--- src/rtl/periodic_timer_pkg.sv ---
`timescale 1ns/1ps
package periodic_timer_pkg;

    localparam int unsigned ADR_CTRL  = 0;
    localparam int unsigned ADR_PSC   = 1;
    localparam int unsigned ADR_LOAD  = 2;
    localparam int unsigned ADR_COUNT = 3;
    localparam int unsigned ADR_EVENT = 4;

    localparam int unsigned CTRL_EN_BIT   = 0;
    localparam int unsigned CTRL_MASK_BIT = 1;
    localparam int unsigned CTRL_SEL_BIT  = 2;
    localparam int unsigned CTRL_BITS     = 3;

    typedef enum logic [1:0] {
        ST_IDLE    = 2'd0,
        ST_COUNT   = 2'd1,
        ST_EXPIRED = 2'd2
    } cnt_state_e;

endpackage

--- src/rtl/pt_regbank.sv ---
`timescale 1ns/1ps
module pt_regbank
    import periodic_timer_pkg::*;
#(
    parameter int unsigned DATA_W = 32,
    parameter int unsigned ADDR_W = 3,
    parameter int unsigned CNT_W  = 32,
    parameter int unsigned PSC_W  = 16
) (
    input  logic              clk,
    input  logic              rst_n,
    input  logic              bus_sel,
    input  logic              bus_wr,
    input  logic [ADDR_W-1:0] bus_addr,
    input  logic [DATA_W-1:0] bus_wdata,
    output logic [DATA_W-1:0] bus_rdata,
    input  logic [CNT_W-1:0]  cnt_val,
    input  logic              zero_evt,
    output logic              ctrl_en,
    output logic              ctrl_mask,
    output logic              ctrl_extclk,
    output logic [PSC_W-1:0]  psc_val,
    output logic [CNT_W-1:0]  load_val,
    output logic              load_wr,
    output logic              psc_wr,
    output logic              evt_flag
);

    logic                 wr_hit;
    logic                 ctrl_wr;
    logic                 evt_wr;
    logic [CTRL_BITS-1:0] ctrl_q;
    logic [PSC_W-1:0]     psc_q;
    logic [CNT_W-1:0]     load_q;
    logic                 flag_q;
    logic [31:0]          addr_ext;

    assign addr_ext = 32'(bus_addr);
    assign wr_hit   = bus_sel && bus_wr;
    assign ctrl_wr  = wr_hit && (addr_ext == ADR_CTRL);
    assign psc_wr   = wr_hit && (addr_ext == ADR_PSC);
    assign load_wr  = wr_hit && (addr_ext == ADR_LOAD);
    assign evt_wr   = wr_hit && (addr_ext == ADR_EVENT);

    always_ff @(posedge clk or negedge rst_n) begin
        if (!rst_n) begin
            ctrl_q <= '0;
            psc_q  <= '0;
            load_q <= '0;
        end else begin
            if (ctrl_wr) ctrl_q <= bus_wdata[CTRL_BITS-1:0];
            if (psc_wr)  psc_q  <= bus_wdata[PSC_W-1:0];
            if (load_wr) load_q <= bus_wdata[CNT_W-1:0];
        end
    end

    // Event flag: a new zero event wins over a same-cycle clear.
    always_ff @(posedge clk or negedge rst_n) begin
        if (!rst_n) begin
            flag_q <= 1'b0;
        end else if (zero_evt) begin
            flag_q <= 1'b1;
        end else if (evt_wr && bus_wdata[0]) begin
            flag_q <= 1'b0;
        end
    end

    always_comb begin
        bus_rdata = '0;
        if (bus_sel) begin
            unique case (addr_ext)
                ADR_CTRL:  bus_rdata = DATA_W'(ctrl_q);
                ADR_PSC:   bus_rdata = DATA_W'(psc_q);
                ADR_LOAD:  bus_rdata = DATA_W'(load_q);
                ADR_COUNT: bus_rdata = DATA_W'(cnt_val);
                ADR_EVENT: bus_rdata = DATA_W'(flag_q);
                default:   bus_rdata = '0;
            endcase
        end
    end

    assign ctrl_en     = ctrl_q[CTRL_EN_BIT];
    assign ctrl_mask   = ctrl_q[CTRL_MASK_BIT];
    assign ctrl_extclk = ctrl_q[CTRL_SEL_BIT];
    assign psc_val     = psc_q;
    assign load_val    = load_q;
    assign evt_flag    = flag_q;

endmodule

--- src/rtl/pt_tick_gen.sv ---
`timescale 1ns/1ps
module pt_tick_gen #(
    parameter int unsigned PSC_W       = 16,
    parameter int unsigned SYNC_STAGES = 2
) (
    input  logic             clk,
    input  logic             rst_n,
    input  logic             run,
    input  logic             use_ext,
    input  logic             ext_clk,
    input  logic [PSC_W-1:0] psc_val,
    input  logic             psc_wr,
    output logic             tick
);

    localparam int unsigned LAST = SYNC_STAGES - 1;

    logic [SYNC_STAGES-1:0] sync_q;
    logic                   edge_q;
    logic                   ext_pulse;
    logic                   src_pulse;
    logic [PSC_W-1:0]       pre_cnt;
    logic                   wrap;

    always_ff @(posedge clk or negedge rst_n) begin
        if (!rst_n) sync_q[0] <= 1'b0;
        else        sync_q[0] <= ext_clk;
    end

    for (genvar i = 1; i < SYNC_STAGES; i++) begin : g_sync
        always_ff @(posedge clk or negedge rst_n) begin
            if (!rst_n) sync_q[i] <= 1'b0;
            else        sync_q[i] <= sync_q[i-1];
        end
    end

    always_ff @(posedge clk or negedge rst_n) begin
        if (!rst_n) edge_q <= 1'b0;
        else        edge_q <= sync_q[LAST];
    end

    assign ext_pulse = sync_q[LAST] && !edge_q;
    assign src_pulse = use_ext ? ext_pulse : 1'b1;
    assign wrap      = (pre_cnt >= psc_val);
    assign tick      = run && src_pulse && wrap;

    always_ff @(posedge clk or negedge rst_n) begin
        if (!rst_n) begin
            pre_cnt <= '0;
        end else if (psc_wr) begin
            pre_cnt <= '0;
        end else if (run && src_pulse) begin
            pre_cnt <= wrap ? '0 : pre_cnt + 1'b1;
        end
    end

endmodule

--- src/rtl/pt_count_fsm.sv ---
`timescale 1ns/1ps
module pt_count_fsm
    import periodic_timer_pkg::*;
#(
    parameter int unsigned CNT_W = 32
) (
    input  logic             clk,
    input  logic             rst_n,
    input  logic             ctrl_en,
    input  logic             tick,
    input  logic             load_wr,
    input  logic [CNT_W-1:0] load_wdata,
    input  logic [CNT_W-1:0] load_val,
    output logic             run,
    output logic             zero_evt,
    output logic [CNT_W-1:0] cnt_val,
    output cnt_state_e       state
);

    localparam logic [CNT_W-1:0] ONE = CNT_W'(1);

    cnt_state_e       state_q;
    cnt_state_e       state_d;
    logic [CNT_W-1:0] cnt_q;

    // State register
    always_ff @(posedge clk or negedge rst_n) begin
        if (!rst_n) state_q <= ST_IDLE;
        else        state_q <= state_d;
    end

    // Next-state logic
    always_comb begin
        state_d = state_q;
        if (!ctrl_en) begin
            state_d = ST_IDLE;
        end else if (load_wr) begin
            state_d = (load_wdata == '0) ? ST_EXPIRED : ST_COUNT;
        end else begin
            unique case (state_q)
                ST_IDLE:    state_d = (cnt_q == '0) ? ST_EXPIRED : ST_COUNT;
                ST_COUNT:   if (tick && cnt_q == ONE) state_d = ST_EXPIRED;
                ST_EXPIRED: if (tick && load_val != '0) state_d = ST_COUNT;
                default:    state_d = ST_IDLE;
            endcase
        end
    end

    // Outputs of the state machine
    always_comb begin
        run      = ctrl_en && (state_q != ST_IDLE);
        zero_evt = 1'b0;
        if (!load_wr && tick) begin
            unique case (state_q)
                ST_COUNT:   zero_evt = (cnt_q == ONE);
                ST_EXPIRED: zero_evt = (load_val == '0);
                default:    zero_evt = 1'b0;
            endcase
        end
    end

    // Count register
    always_ff @(posedge clk or negedge rst_n) begin
        if (!rst_n) begin
            cnt_q <= '0;
        end else if (load_wr) begin
            cnt_q <= load_wdata;
        end else if (tick && state_q == ST_COUNT && cnt_q != '0) begin
            cnt_q <= cnt_q - ONE;
        end else if (tick && state_q == ST_EXPIRED) begin
            cnt_q <= load_val;
        end
    end

    assign cnt_val = cnt_q;
    assign state   = state_q;

endmodule

--- src/rtl/periodic_timer.sv ---
`timescale 1ns/1ps
module periodic_timer
    import periodic_timer_pkg::*;
#(
    parameter int unsigned DATA_W      = 32,
    parameter int unsigned ADDR_W      = 3,
    parameter int unsigned PSC_W       = 16,
    parameter int unsigned SYNC_STAGES = 2
) (
    input  logic              clk,
    input  logic              rst_n,
    input  logic              tmr_clk_i,
    input  logic              bus_sel,
    input  logic              bus_wr,
    input  logic [ADDR_W-1:0] bus_addr,
    input  logic [DATA_W-1:0] bus_wdata,
    output logic [DATA_W-1:0] bus_rdata,
    output logic              irq
);

    localparam int unsigned CNT_W = DATA_W;

    logic             ctrl_en;
    logic             ctrl_mask;
    logic             ctrl_extclk;
    logic [PSC_W-1:0] psc_val;
    logic [CNT_W-1:0] load_val;
    logic             load_wr;
    logic             psc_wr;
    logic             evt_flag;
    logic             run;
    logic             tick;
    logic             zero_evt;
    logic [CNT_W-1:0] cnt_val;
    cnt_state_e       state;

    pt_regbank #(
        .DATA_W (DATA_W),
        .ADDR_W (ADDR_W),
        .CNT_W  (CNT_W),
        .PSC_W  (PSC_W)
    ) u_regs (
        .clk         (clk),
        .rst_n       (rst_n),
        .bus_sel     (bus_sel),
        .bus_wr      (bus_wr),
        .bus_addr    (bus_addr),
        .bus_wdata   (bus_wdata),
        .bus_rdata   (bus_rdata),
        .cnt_val     (cnt_val),
        .zero_evt    (zero_evt),
        .ctrl_en     (ctrl_en),
        .ctrl_mask   (ctrl_mask),
        .ctrl_extclk (ctrl_extclk),
        .psc_val     (psc_val),
        .load_val    (load_val),
        .load_wr     (load_wr),
        .psc_wr      (psc_wr),
        .evt_flag    (evt_flag)
    );

    pt_tick_gen #(
        .PSC_W       (PSC_W),
        .SYNC_STAGES (SYNC_STAGES)
    ) u_tick (
        .clk     (clk),
        .rst_n   (rst_n),
        .run     (run),
        .use_ext (ctrl_extclk),
        .ext_clk (tmr_clk_i),
        .psc_val (psc_val),
        .psc_wr  (psc_wr),
        .tick    (tick)
    );

    pt_count_fsm #(
        .CNT_W (CNT_W)
    ) u_fsm (
        .clk        (clk),
        .rst_n      (rst_n),
        .ctrl_en    (ctrl_en),
        .tick       (tick),
        .load_wr    (load_wr),
        .load_wdata (bus_wdata),
        .load_val   (load_val),
        .run        (run),
        .zero_evt   (zero_evt),
        .cnt_val    (cnt_val),
        .state      (state)
    );

    assign irq = evt_flag && ctrl_mask;

endmodule

--- config.mk ---
export PLATFORM = sky130hd
export DESIGN_NAME = periodic_timer
export DESIGN_NICKNAME = d
export VERILOG_FILES = /design/src/rtl/periodic_timer_pkg.sv /design/src/rtl/pt_regbank.sv /design/src/rtl/pt_tick_gen.sv /design/src/rtl/pt_count_fsm.sv /design/src/rtl/periodic_timer.sv
export SDC_FILE = /design/constraint.sdc
export NUM_CORES = 1
export LEC_CHECK = 0
export BUFFER_PORTS_ARGS = -buffer_cell sky130_fd_sc_hd__buf_2
export CORE_MARGIN = 2
export CORE_UTILIZATION = 64
export DETAILED_ROUTE_END_ITERATION = 10
export GPL_TIMING_DRIVEN = 1
export HOLD_SLACK_MARGIN = 0.15
export PLACE_DENSITY = 0.84
export SETUP_SLACK_MARGIN = 0.1
export SLEW_MARGIN = 20
export SYNTH_ARGS = -nofsm -noshare
export SYNTH_HDL_FRONTEND = slang
export SYNTH_SLANG_ARGS = --single-unit
export TNS_END_PERCENT = 100
--- constraint.sdc ---
create_clock -name clk -period 6.3 [get_ports clk]
set_input_delay 0.63 -clock clk [delete_from_list [all_inputs] [get_ports clk]]
set_output_delay 0.63 -clock clk [all_outputs]
set_load 0.005 [all_outputs]
After elaboration in Yosys (flattened, before gate mapping):

Cells that the tools add are included.
Widths: inputs -> output; s select.

* flip-flop bits (word level): 105
* bits of input ports: 40
* word-level logic and storage cells: 73
* output and inout bits: 33

* $add $sub $neg: 2
* muxes and demuxes: 20
* reduce and logical (&&, ||, !) cells: 31
* $lt $le $gt $ge: 1
* eq/ne operators: 9

Operators with widths (count)
* $pmux 32 s5: 1
* $logic_not 32->1: 4
* $mux 32: 4
* $reduce_bool 32->1: 2
* $mux 16: 3
* $eq 32x1->1 const B: 1
* $sub 32x1->32 const B: 1
* $logic_and 1x1->1: 17
* $add 16x1->16 const B: 1
* $ge 16x16->1: 1
* $mux 2: 6
* $ne 4x2->1 const B: 2
* $eq 3x2->1 const B: 2
* $pmux 2 s3: 1
* $reduce_bool 2->1: 3
* $mux 1: 4
* $eq 3x1->1 const B: 1
* $eq 3x3->1 const B: 1
* $reduce_bool 3->1: 1
* $eq 2x1->1 const B: 1
* $eq 2x2->1 const B: 1
* $logic_not 1->1: 2
* $logic_not 2->1: 1
* $pmux 1 s2: 1
* $reduce_and 2->1: 1

Longest topological paths before layout:

* depth in word-level cells: 10
* depth in mapped cells: 10
* depth with buffers taken out: 9

By module:

Synthesis repeated with hierarchy kept, for this count alone.

* cell total of the unflattened synthesis: 706
* area, all modules: 7084.3 um^2

Modules (own cells, without submodules)
* pt_count_fsm: seq. area each 850.8 um^2, cells each 343, instances 1, area each 2870.3 um^2
* pt_regbank: seq. area each 1301.2 um^2, cells each 212, instances 1, area each 2829.0 um^2
* pt_tick_gen: seq. area each 475.5 um^2, cells each 150, instances 1, area each 1378.8 um^2
* periodic_timer: seq. area each 0.0 um^2, cells each 1, instances 1, area each 6.3 um^2

Worst setup path after synthesis:

No wires, ideal clock.

* path kind: reg-to-reg
* start: register u_tick.pre_cnt[14]
* end: register u_fsm.cnt_q[11], in the netlist u_fsm.cnt_val[11]
* setup time: 0.126 ns
* period minus slack after synthesis: 2.747 ns
* cell stages (with the launch flop): 10
* setup slack: 3.553 ns
* required time: 6.174 ns
* buffers on the path: 1
* data arrival time: 2.621 ns
* cells stage by stage: dfrtp_1 > ha_1 > nand4_1 > or4_1 > a221o_1 > a31o_2 > clkbuf_1 > o21ai_1 > o21ai_1 > a221o_1

* longest elaborated chain between the ends: 6
* elaborated cells on any way between the ends: 8
* classes of those cells: order compare (1); mux (2); reduce/logical (5)

RTL lines
* start: declaration: RTL line pt_tick_gen.sv:22 `logic [PSC_W-1:0] pre_cnt;`
* start signal: assignment: RTL line pt_tick_gen.sv:53 `pre_cnt <= wrap ? '0 : pre_cnt + 1'b1;`
* $ge 16x16->1 (*): RTL line pt_tick_gen.sv:44 `assign wrap = (pre_cnt >= psc_val);`
* $logic_and 1x1->1 (*): RTL line pt_tick_gen.sv:45 `assign tick = run && src_pulse && wrap;`
* $logic_and 1x1->1 (2 in a row): RTL line pt_count_fsm.sv:68 `end else if (tick && state_q == ST_COUNT && cnt_q != '0) begin`
* $mux 32: RTL line pt_count_fsm.sv:68
* $mux 32: RTL line pt_count_fsm.sv:66 `end else if (load_wr) begin`
* end signal: assignment: RTL line pt_count_fsm.sv:67 `cnt_q <= load_wdata;`
* end signal: assignment: RTL line pt_count_fsm.sv:69 `cnt_q <= cnt_q - ONE;`
* end signal: assignment: RTL line pt_count_fsm.sv:71 `cnt_q <= load_val;`
* end: declaration: RTL line pt_count_fsm.sv:24 `logic [CNT_W-1:0] cnt_q;`

Mark *: on every way between the ends. The rest lies on a longest branch, timed or not.
A chain may end at the register's enable or synchronous reset.

Worst setup path after layout:

* start: register u_tick.pre_cnt[9]
* end: register u_fsm.cnt_q[11], in the netlist u_fsm.cnt_val[11]

The elaborated chain is that of the path after synthesis.

==> flow_summary.ini <==
[floorplanning]
start_util_pct = 65.6
die_area_um2 = 11300
rows = 37
core_um2 = 10200
die_x_um = 106
ios = 73
die_h_um = 106

[logic_synthesis]
netlist_area_um2 = 6710
synth_seq_area_share_pct = 39.2
ys_ff_latch = 105
synth-simple-area-share_pct = 25.2
synth_top_family_by_area = simple AND/OR/NAND/NOR gates
synthArstFlopShare_pct = 100
syn_avg_cell_area_um2 = 8.43
synthAdderAreaFrac_pct = 4.29
synth-edff-count = 0
yosys_warnings = 0
syn_inst = 796
synth_compound_area_share_pct = 18.0
synth_nets = 859
synth_flop_cell = dfrtp_1
synth.area.mux_share_pct = 6.69
yosysUniqueCellTypes = 63
synth_xor_xnor_area_share_pct = 2.22

[setup_path]
r2r_end = u_fsm.cnt_val[11]$_DFFE_PN0P_
worst_r2r_path_depth = 8
slowest_stage = a31oi_4
cp-start-kind = flop
timing.rr.start = u_tick.pre_cnt[9]$_DFFE_PN0P_
worstSetupPathType = flop to flop
arrival_ns = 4.12
path_cells = ha_1 > nand4_1 > or4_1 > a221o_1 > a31oi_4 > nand3_1 > o21ai_0 > a221o_1
critical_path.max_stage_delay_ns = 0.71
critPathCapture = u_fsm.cnt_val[11]$_DFFE_PN0P_
timing.critical_path.buf_inv = 0
crit_required_ns = 6.65
worst_path_most_repeated_cell = a221o_1
crit_cells = 8
crit_path_start = u_tick.pre_cnt[9]$_DFFE_PN0P_
rrSetupSlack_ns = 2.53
cp_max_fo = 28
cp-end-kind = flop
cpLargestDelayFamily = compound AO/OA/AOI/OAI gates

[timing]
max_clock_freq_mhz = 265
tightest_slew_ns = 0.966
post-route-period-util_pct = 59.9
fin_setup_tns_ns = 0
slew_headroom_pct = 35.5
setup_viol = 0
hold_viol = 0
period_minus_slack_ns = 3.77
slew_violations = 0
rsz0062_at_grt = false
skew_ns = 0.0124

[hold_path]
hold_class = input port to asynchronous set/reset pin

[final_layout]
drive_gt1_share_pct = 15.8
areaGrowthSynthToFinish_pct = 8.99
diodes = 0
final_area_um2 = 7310
fin_nets = 900
final_core_util_pct = 71.5

[placement]
portBuffers = 72
gp_congestion = 0.925
place_area_um2 = 7090
dp_hpwl_mm = 13.3

[pwr]
intPower_uw = 1430
seqPwrFrac_pct = 46.4
p_clk_share_pct = 19.9
power_leakage_uw = 0.00324
ir_worst_vdd_mv = 0.177
powerDensity_nw_per_um2 = 332
fin_total_pwr_uw = 2430
power.switching_uw = 999
switching_share_pct = 41.2
combPwrFrac_pct = 33.7

[clock_network]
cts_sinks = 105
cts_setup_buffers = 0
htreeDepth = 3
numCtsBuffers = 9
clk_latency_ns = 0.41
cts_buffer_depth = 2
cts_tree = built
post_cts_resized = 0
cts_hold_buf = 0
root_buffer = clkbuf_8
clk_pin_slew_ns = 0.11

[route]
postRouteAntennaNets = 0
first_pass_iters = 5
wl_per_cell_um = 19.5
drt_iter0_drc = 513
drc = 0
finalWirelength_mm = 19.0
vias_per_cell = 6.67
vias = 6524

[global_route]
antenna_found_initial = 0
grt_max_degree = 64
gr-total-overflow = 0
grt_pass1_vias = 6357
track_usage_pct = 34.8
grt_pass1_wl_mm = 31.0

[run]
drv_cap = 0

[status]
outcome = completed
-- cell usage after synthesis, types with 3 or more instances --
| cell | instances | area, um2 |
|---|---|---|
| a211oi_1 | 3 | 22.5 |
| nor4_1 | 24 | 150 |
| ha_1 | 23 | 288 |
| o31ai_1 | 7 | 52.6 |
| nand2b_1 | 10 | 62.6 |
| nand4_1 | 12 | 75.1 |
| mux2_2 | 18 | 203 |
| a21oi_1 | 12 | 60.1 |
| buf_2 | 10 | 50.1 |
| and3_1 | 4 | 25.0 |
| clkbuf_1 | 32 | 120 |
| o311a_1 | 3 | 30.0 |
| inv_1 | 26 | 97.6 |
| nor3_1 | 22 | 110 |
| o21ai_0 | 76 | 380 |
| xor2_1 | 6 | 52.6 |
| or3_1 | 3 | 18.8 |
| a22oi_1 | 14 | 105 |
| xnor2_1 | 11 | 96.3 |
| or2_2 | 3 | 18.8 |
| nand2_1 | 138 | 518 |
| a31oi_1 | 19 | 119 |
| and2_1 | 3 | 18.8 |
| buf_1 | 5 | 18.8 |
| or4_4 | 3 | 33.8 |
| or4_1 | 4 | 30.0 |
| dfrtp_1 | 105 | 2630 |
| nor2b_1 | 7 | 43.8 |
| nand3_1 | 33 | 165 |
| mux2i_1 | 19 | 190 |
| o211ai_1 | 13 | 97.6 |
| o2bb2ai_1 | 7 | 61.3 |
| nor2_1 | 70 | 263 |
| o41ai_1 | 3 | 26.3 |
| o21ai_1 | 9 | 45.0 |
| a22o_1 | 4 | 35.0 |
-- worst min-delay path by stage --
stage | end | slack [ns] | depth (start not counted) | from
6_report | u_regs.evt_flag$_DFFE_PN0P_ | 0.19 | 1 | rst_n
5_1_grt | u_regs.load_val[0]$_DFFE_PN0P_ | 0.24 | 1 | rst_n
4_1_cts | u_regs.load_val[0]$_DFFE_PN0P_ | 0.23 | 1 | rst_n
3_5_place_dp | u_tick.sync_q[1]$_DFF_PN0_ | 0.33 | 0 | u_tick.sync_q[0]$_DFF_PN0_
3_3_place_gp | u_tick.sync_q[1]$_DFF_PN0_ | 0.34 | 0 | u_tick.sync_q[0]$_DFF_PN0_
2_1_floorplan | u_fsm.cnt_val[0]$_DFFE_PN0P_ | 0.33 | 0 | rst_n
-- cell type report --
| cell class | instances | area, um2 |
|---|---|---|
| timing repair buffer | 78 | 408 |
| clock inverter | 6 | 91.3 |
| inverter | 26 | 97.6 |
| multi-input combinational | 617 | 3790 |
| clock buffer | 10 | 128 |
| fill | 818 | 2920 |
| tap | 136 | 170 |
| sequential | 105 | 2630 |
-- cells by family (layout without fill, tap and decap cells) --
logic type | count (synthesis) | after routing
AOI/OAI and AO/OA | 188 | 188
adders and majority gates | 23 | 23
buffers and inverters | 74 | 120
and+or+nand+nor | 349 | 349
xor gates and xnor gates | 17 | 17
muxes | 40 | 40
DFF | 105 | 105
-- through the flow --
stage | worst slack [ns] | hold slack, ns | instances
2_1_floorplan | 3.55 | 0.331 | 796
3_3_place_gp | 2.83 | 0.335 | 962
3_5_place_dp | 2.63 | 0.335 | 962
4_1_cts | 2.63 | 0.225 | 978
5_1_grt | 2.39 | 0.240 | 978
6_report | 2.53 | 0.191 | 978
-- cells in the final DEF (no fill, tap or decap), types with 9 or more instances in the layout --
| cell | Yosys | routed |
|---|---|---|
| inv_1 | 26 | 26 |
| clkbuf_8 | 0 | 9 |
| o21ai_1 | 9 | 9 |
| nand2_1 | 138 | 138 |
| a21oi_1 | 12 | 12 |
| nand4_1 | 12 | 12 |
| nor3_1 | 22 | 22 |
| nand3_1 | 33 | 33 |
| o211ai_1 | 13 | 13 |
| nor4_1 | 24 | 24 |
| o21ai_0 | 76 | 76 |
| a31oi_1 | 19 | 19 |
| mux2i_1 | 19 | 19 |
| mux2_2 | 18 | 18 |
| nor2_1 | 70 | 70 |
| ha_1 | 23 | 23 |
| nand2b_1 | 10 | 10 |
| dfrtp_1 | 105 | 105 |
| a22oi_1 | 14 | 14 |
| xnor2_1 | 11 | 11 |
| buf_2 | 10 | 71 |
-- per-layer routing --
layer,vias up,part of all wire (%),GRT usage [%],wire [um]
met4,0,3.1,14.9,597
met3,62,8.3,6.93,1590
met2,387,49,58.5,9280
li1,2950,-,-,-
met1,3125,40,43.6,7570
met5,-,0,0,0
-- flip-flops by register name (all words and copies together) (netlist names) --
| signal | count |
|---|---|
| u_regs.load_val | 32 |
| u_fsm.cnt_val | 32 |
| u_regs.psc_val | 16 |
| u_tick.pre_cnt | 16 |
| u_tick.edge_q | 1 |
| u_fsm.state | 2 |
| u_regs.evt_flag | 1 |
| u_regs.ctrl_q | 3 |
| u_tick.sync_q | 2 |
-- power groups by stage --
stage | Clock (uW) | Sequential [uW] | Combinational (uW)
final | 483 | 1130 | 816
after global routing | 505 | 1150 | 908
after CTS | 479 | 1110 | 807
after detailed placement | 0 | 1130 | 801
after global placement | 0 | 1110 | 760
after floorplan | 0 | 1020 | 653
Power figures use the tool's default switching activity.
